File: src/rtl/cellguard_pkg.sv
package cellguard_pkg;

   typedef enum logic [2:0] {
      ST_NORM,
      ST_OCHG,
      ST_ODIS,
      ST_PDN,
      ST_OCUR
   } cg_state_e;

   // fault indices; lower index = higher priority
   localparam int FI_OC3 = 0;
   localparam int FI_OC2 = 1;
   localparam int FI_OC1 = 2;
   localparam int FI_UV  = 3;
   localparam int FI_OV  = 4;
   localparam int NFAULT = 5;

   typedef struct packed {
      logic chg_off;
      logic dis_off;
      logic reg_en;
      logic mon_en;
      logic pull_en;
   } cg_out_s;

endpackage

File: src/rtl/cg_qual_timer.sv
module cg_qual_timer #(
   parameter int LIM = 4
) (
   input  logic clk,
   input  logic rst_n,
   input  logic flag,
   output logic hit
);
   generate
      if (LIM < 2) begin : g_bad
         $error("cg_qual_timer: LIM must be 2 or more");
      end
      else begin : g_count
         localparam int W = $clog2(LIM);
         localparam logic [W-1:0] TOP = W'(LIM - 1);
         logic [W-1:0] cnt;

         // consecutive-edge counter, restarted whenever the flag drops
         always_ff @(posedge clk or negedge rst_n) begin
            if (!rst_n)            cnt <= '0;
            else if (!flag)        cnt <= '0;
            else if (cnt != TOP)   cnt <= cnt + 1'b1;
         end

         assign hit = flag && (cnt == TOP);
      end
   endgenerate
endmodule

File: src/rtl/cg_cell_reduce.sv
module cg_cell_reduce #(
   parameter int NPOS  = 4,
   parameter int CELLS = 4
) (
   input  logic [NPOS-1:0] ov,
   input  logic [NPOS-1:0] rel,
   input  logic [NPOS-1:0] uv,
   output logic            any_ov,
   output logic            all_rel,
   output logic            any_uv
);
   function automatic logic [NPOS-1:0] used_mask();
      logic [NPOS-1:0] m;
      for (int i = 0; i < NPOS; i++) m[i] = (i < CELLS);
      return m;
   endfunction

   localparam logic [NPOS-1:0] USED = used_mask();

   assign any_ov  = |(ov & USED);
   assign all_rel = &(rel | ~USED);
   assign any_uv  = |(uv & USED);
endmodule

File: src/rtl/cg_out_mux.sv
module cg_out_mux
   import cellguard_pkg::*;
(
   input  cg_out_s prot,
   input  logic    force_off,
   input  logic    sel_float,
   input  logic    sel_lvl,
   output cg_out_s fin
);
   always_comb begin
      fin = prot;
      if (force_off) begin
         fin.chg_off = 1'b1;
         fin.dis_off = 1'b1;
      end
      else if (!sel_float) begin
         fin.chg_off = sel_lvl;
         fin.dis_off = !sel_lvl;
      end
   end
endmodule

File: src/rtl/cellguard_ctrl.sv
module cellguard_ctrl
   import cellguard_pkg::*;
#(
   parameter int NPOS       = 4,
   parameter int CELLS      = 4,
   parameter int P_OCH_DLY  = 32768,
   parameter int P_OC1_DLY  = 328,
   parameter int P_OC2_DLY  = 82,
   parameter int P_OC3_DLY  = 10,
   parameter int P_OD_RATIO = 10
) (
   input  logic            clk,
   input  logic            rst_n,
   input  logic [NPOS-1:0] cell_ov,
   input  logic [NPOS-1:0] cell_rel,
   input  logic [NPOS-1:0] cell_uv,
   input  logic            oc_lvl1,
   input  logic            oc_lvl2,
   input  logic            oc_lvl3,
   input  logic            load_gone,
   input  logic            chg_lvl,
   input  logic            force_off,
   input  logic            sel_float,
   input  logic            sel_lvl,
   output logic            chg_fet_off,
   output logic            dis_fet_off,
   output logic            reg_en,
   output logic            mon_en,
   output logic            pullup_en
);
   localparam int OD_DLY = P_OC1_DLY * P_OD_RATIO;

   generate
      if (CELLS < 3 || CELLS > 4 || CELLS > NPOS) begin : g_cells_bad
         $error("cellguard_ctrl: CELLS must be 3 or 4 and fit in NPOS");
      end
      if (P_OD_RATIO < 1) begin : g_ratio_bad
         $error("cellguard_ctrl: P_OD_RATIO must be positive");
      end
   endgenerate

   function automatic int lim_of(input int k);
      case (k)
         FI_OC3:  return P_OC3_DLY;
         FI_OC2:  return P_OC2_DLY;
         FI_OC1:  return P_OC1_DLY;
         FI_UV:   return OD_DLY;
         default: return P_OCH_DLY;
      endcase
   endfunction

   logic any_ov, all_rel, any_uv;

   cg_cell_reduce #(.NPOS(NPOS), .CELLS(CELLS)) u_reduce (
      .ov      (cell_ov),
      .rel     (cell_rel),
      .uv      (cell_uv),
      .any_ov  (any_ov),
      .all_rel (all_rel),
      .any_uv  (any_uv)
   );

   logic [NFAULT-1:0] raw, qual;

   assign raw[FI_OC3] = oc_lvl3;
   assign raw[FI_OC2] = oc_lvl2;
   assign raw[FI_OC1] = oc_lvl1;
   assign raw[FI_UV]  = any_uv;
   assign raw[FI_OV]  = any_ov;

   genvar k;
   generate
      for (k = 0; k < NFAULT; k++) begin : g_tmr
         cg_qual_timer #(.LIM(lim_of(k))) u_tmr (
            .clk   (clk),
            .rst_n (rst_n),
            .flag  (raw[k]),
            .hit   (qual[k])
         );
      end
   endgenerate

   logic oc_q;
   assign oc_q = qual[FI_OC3] | qual[FI_OC2] | qual[FI_OC1];

   cg_state_e st, nxt;

   always_comb begin
      nxt = st;
      case (st)
         ST_NORM: begin
            if (oc_q)              nxt = ST_OCUR;
            else if (qual[FI_UV])  nxt = ST_ODIS;
            else if (qual[FI_OV])  nxt = ST_OCHG;
         end
         ST_OCHG: begin
            if (oc_q)                     nxt = ST_OCUR;
            else if (qual[FI_UV])         nxt = ST_ODIS;
            else if (oc_lvl1 || all_rel)  nxt = ST_NORM;
         end
         ST_ODIS:  nxt = ST_PDN;
         ST_PDN:   if (chg_lvl && !any_uv) nxt = ST_NORM;
         ST_OCUR:  if (load_gone)          nxt = ST_NORM;
         default:  nxt = ST_NORM;
      endcase
   end

   always_ff @(posedge clk or negedge rst_n) begin
      if (!rst_n) st <= ST_NORM;
      else        st <= nxt;
   end

   cg_out_s prot, fin;

   always_comb begin
      prot = '{chg_off: 1'b0, dis_off: 1'b0, reg_en: 1'b1, mon_en: 1'b1, pull_en: 1'b0};
      case (st)
         ST_OCHG: prot.chg_off = 1'b1;
         ST_ODIS: prot.dis_off = 1'b1;
         ST_PDN:  prot = '{chg_off: 1'b1, dis_off: 1'b1, reg_en: 1'b0, mon_en: 1'b0, pull_en: 1'b0};
         ST_OCUR: begin
            prot.chg_off = 1'b1;
            prot.dis_off = 1'b1;
            prot.pull_en = 1'b1;
         end
         default: ;
      endcase
   end

   cg_out_mux u_mux (
      .prot      (prot),
      .force_off (force_off),
      .sel_float (sel_float),
      .sel_lvl   (sel_lvl),
      .fin       (fin)
   );

   assign chg_fet_off = fin.chg_off;
   assign dis_fet_off = fin.dis_off;
   assign reg_en      = fin.reg_en;
   assign mon_en      = fin.mon_en;
   assign pullup_en   = fin.pull_en;
endmodule

File: config.mk
export PLATFORM = sky130hd
export DESIGN_NAME = cellguard_ctrl
export DESIGN_NICKNAME = d
export VERILOG_FILES = /design/src/rtl/cellguard_pkg.sv /design/src/rtl/cg_qual_timer.sv /design/src/rtl/cg_cell_reduce.sv /design/src/rtl/cg_out_mux.sv /design/src/rtl/cellguard_ctrl.sv
export SDC_FILE = /design/constraint.sdc
export NUM_CORES = 1
export LEC_CHECK = 0
export ABC_CLOCK_PERIOD_IN_PS = 2150
export BUFFER_PORTS_ARGS = -buffer_cell sky130_fd_sc_hd__buf_2
export CAP_MARGIN = 20
export CORE_MARGIN = 8
export CORE_UTILIZATION = 59
export CTS_CLUSTER_SIZE = 25
export DETAILED_ROUTE_END_ITERATION = 8
export PLACE_DENSITY = 0.8
export SYNTH_ARGS = -nofsm -noshare
export SYNTH_HDL_FRONTEND = slang
export SYNTH_SLANG_ARGS = --single-unit
export TNS_END_PERCENT = 10
File: constraint.sdc
create_clock -name clk -period 2.15 [get_ports clk]
set_input_delay 0.215 -clock clk [delete_from_list [all_inputs] [get_ports clk]]
set_output_delay 0.215 -clock clk [all_outputs]
set_load 0.01 [all_outputs]
==> summary.txt <==
Floorplan
  • Die Footprint: 7000 µm²
  • Initial core utilization: 0.6162
  • DIE HEIGHT: 83.67 µm
  • Die width: 83.67 µm
  • Ports: 27
  • Core area: 4384 µm²
  • # rows: 24

Worst setup path
  • CP max stage delay: 570 ps
  • Req. time, crit path: 2370 ps
  • Worst path slowest cell: or4_1
  • CP Launch Type: flop
  • CP Max Fanout: 9
  • WP data arrival: 2060 ps
  • Critical path capture point type: flop
  • Critical path class: flop to flop
  • Worst path cell trace: ha_1, nand3_2, or4_1, and3_1, o22ai_1

Clock network
  • TritonCTS clock tree: yes
  • Worst-path clk slew: 90 ps
  • CTS H-Tree Depth: 2
  • Clock Sinks: 50
  • Hold_buf cts: 1
  • Clock Latency Late Sink: 300 ps
  • Resized cells post-CTS: 0
  • Setup bufs post-CTS: 0
  • Clock buffer depth: 2
  • Clock root buffer: clkbuf_8
  • TritonCTS Buffers: 5

Final layout
  • Fillers: 331
  • N_diodes: 0
  • Commonest cells after routing, fill and taps aside: dfrtp_1, buf_2, nor2_1
  • Commonest non-fill, non-tap cell in the layout: dfrtp_1
  • Layout Utilization: 0.6943
  • Non-Filler Instances: 363
  • Share of cells above drive strength 1: 0.1479
  • Layout area overhead: 12.69%
  • Final instance area: 3044 µm²
  • # nets final: 340

Synth
  • Syn nets: 308
  • Cell variety after synth: 47
  • Syn Area/Cell: 9.682 µm²
  • Cells after synthesis: 279
  • Seq/Total Area, Yosys: 0.4632
  • Seq cells post-synth: 50
  • Post-synth top flop: dfrtp_1
  • Count of flip-flops with a built-in enable after synthesis: 0
  • Cell Area, Synth: 2701 µm²
  • YS warnings: 0
  • Async SR Flop Fraction: 1.000

Drt
  • First-pass iteration count of the detailed router: 4
  • WL/cell: 14.93 µm
  • Final ANT Viol Nets: 0
  • 1st-iter DRT viols: 110
  • Via count of the routed design: 2185
  • DR WL met3: 330 µm
  • Via density per instance: 6.019
  • DRC errors left: 0
  • WL met2: 2.332 mm
  • WL final: 5.420 mm
  • DRT met1 WL: 2.702 mm
  • Max Used Layer: met4

Power and ir drop
  • Flop pwr share: 0.545
  • Int Pwr: 1.631 mW
  • Leak Pwr: 1.314 nW
  • VDD IR-drop max: 0.0005929 V
  • Pwr/cell area: 762.2 nW/µm²
  • Gate power share: 0.168
  • NetSw: 688.9 µW
  • Clk network pwr share: 0.287
  • Sw Ratio: 0.2969

Job
  • Max_cap viols: 0

Timing
  • Final Skew: 6.188 ps
  • Setup TNS: 0 ps
  • Achievable Freq: 0.5420 GHz
  • RSZ-0062 raised after global routing: false
  • Hold Vio Cnt, Final: 0
  • Max-slew violations: 0
  • Rel. slew slack: 0.6213
  • Slew @ Worst Pin: 568.0 ps
  • Min Clock Period, post-route: 1845 ps
  • Final critical-path share of the clock period: 0.8581
  • # setup viols final: 0

GRT
  • First-pass GRT wire length: 9.694 mm
  • Vias in the first global route: 2177
  • Initial antenna violation count: 0
  • Largest net degree at the start of global routing: 28
  • Grt total ovfl: 0
  • Total Routing Usage GR: 0.1621

Placement
  • DP Area: 2922 µm²
  • Final Wtd Congestion: 0.8435
  • Port Buffers: 26
  • Placed Cells: 355
  • DP HPWL: 3.980 mm

Hold path
  • Hold Path Class: input pin to flop

Outcome
  • Status: completed
routing by layer:
metal / track usage / vias up
met3: 0.05371 / 7
met4: 0.05181 / 0
li1: - / 1084
met2: 0.2449 / 56
met1: 0.2125 / 1038
met5: 0 / -
final timing paths:
kind	startpoint	endpoint	slack (ps)	cells after the start
setup / recovery	g_tmr[3].u_tmr.g_count.cnt[0]	st[0]	310	5
hold / removal	load_gone	st[2]	120	2
setup reg to reg	g_tmr[3].u_tmr.g_count.cnt[0]	st[0]	310	5
hold reg to reg	st[2]	st[1]	530	1
max in group asynchronous	rst_n	g_tmr[4].u_tmr.g_count.cnt[10]	1180	3
min in group asynchronous	rst_n	g_tmr[2].u_tmr.g_count.cnt[1]	440	2
cells in the mapped netlist, types with 3 or more instances:
master	count	area (µm²)
a211oi_1	4	30.03
a21oi_1	12	60.06
a31oi_1	8	50.05
and2_1	11	68.82
and3_1	8	50.05
and4_1	3	26.28
clkbuf_1	4	15.01
dfrtp_1	50	1251
ha_1	7	87.58
inv_1	7	26.28
mux2i_1	4	40.04
nand2_1	22	82.58
nand2b_1	4	25.02
nand3_1	12	60.06
nand4_1	8	50.05
nor2_1	25	93.84
nor2b_1	4	25.02
nor3_1	5	25.02
nor4_1	3	18.77
o21ai_0	11	55.05
o31ai_1	7	52.55
or3_1	8	50.05
or4_1	6	45.04
xnor2_1	14	122.6
xor2_1	6	52.55
area by class of cell:
class,count,area [µm²],share of cell area
multi-input combinational,217,1414,0.4644
inverter,7,26.28,0.008631
clock inverter,1,30.03,0.009864
tap,52,65.06,0.02137
sequential,50,1251,0.4110
clock buffer,6,82.58,0.02713
timing repair buffer,30,175.2,0.05754
registers in the layout, summed over array words and instances (netlist names):
register and count:
g_tmr.u_tmr.g_count.cnt 47, st 3
worst max-delay path, delay by kind of cell, from the launching register on:
family / cells / cell delay (ps)
DFF: 1 / 390
AOI/OAI and AO/OA: 1 / 180
adders and majority gates: 1 / 230
and+or+nand+nor: 3 / 960
kinds of logic (layout without fill, tap and decap cells):
| group | Yosys count | count (layout) | share of synthesized area |
|---|---|---|---|
| adders and majority gates | 7 | 7 | 0.03242 |
| AOI/OAI and AO/OA | 51 | 51 | 0.1172 |
| muxes | 4 | 4 | 0.01482 |
| DFF | 50 | 50 | 0.4632 |
| and+or+nand+nor | 135 | 135 | 0.2895 |
| buffers and inverters | 12 | 44 | 0.01807 |
| xor gates and xnor gates | 20 | 20 | 0.06485 |
power groups by stage:
stage                     logic (mW)  registers (mW)  clock network [mW]
after floorplan                0.279            1.23                   0
after global placement         0.367            1.26                   0
after detailed placement       0.383            1.27                   0
after CTS                      0.393            1.26               0.685
after global routing           0.444            1.29               0.722
final                          0.389            1.26               0.667
stage by stage:
stage / hold slack [ps] / worst slack (ps) / total power, mW
2_1_floorplan: -80.59 / 511.7 / 1.506
3_3_place_gp: 244.1 / 445.8 / 1.632
3_5_place_dp: 239.2 / 326.9 / 1.654
4_1_cts: 120.3 / 299.9 / 2.334
5_1_grt: 134.6 / 157.8 / 2.451
6_report: 122.9 / 305.1 / 2.320
No activity file was read; power rests on OpenSTA's default activity.
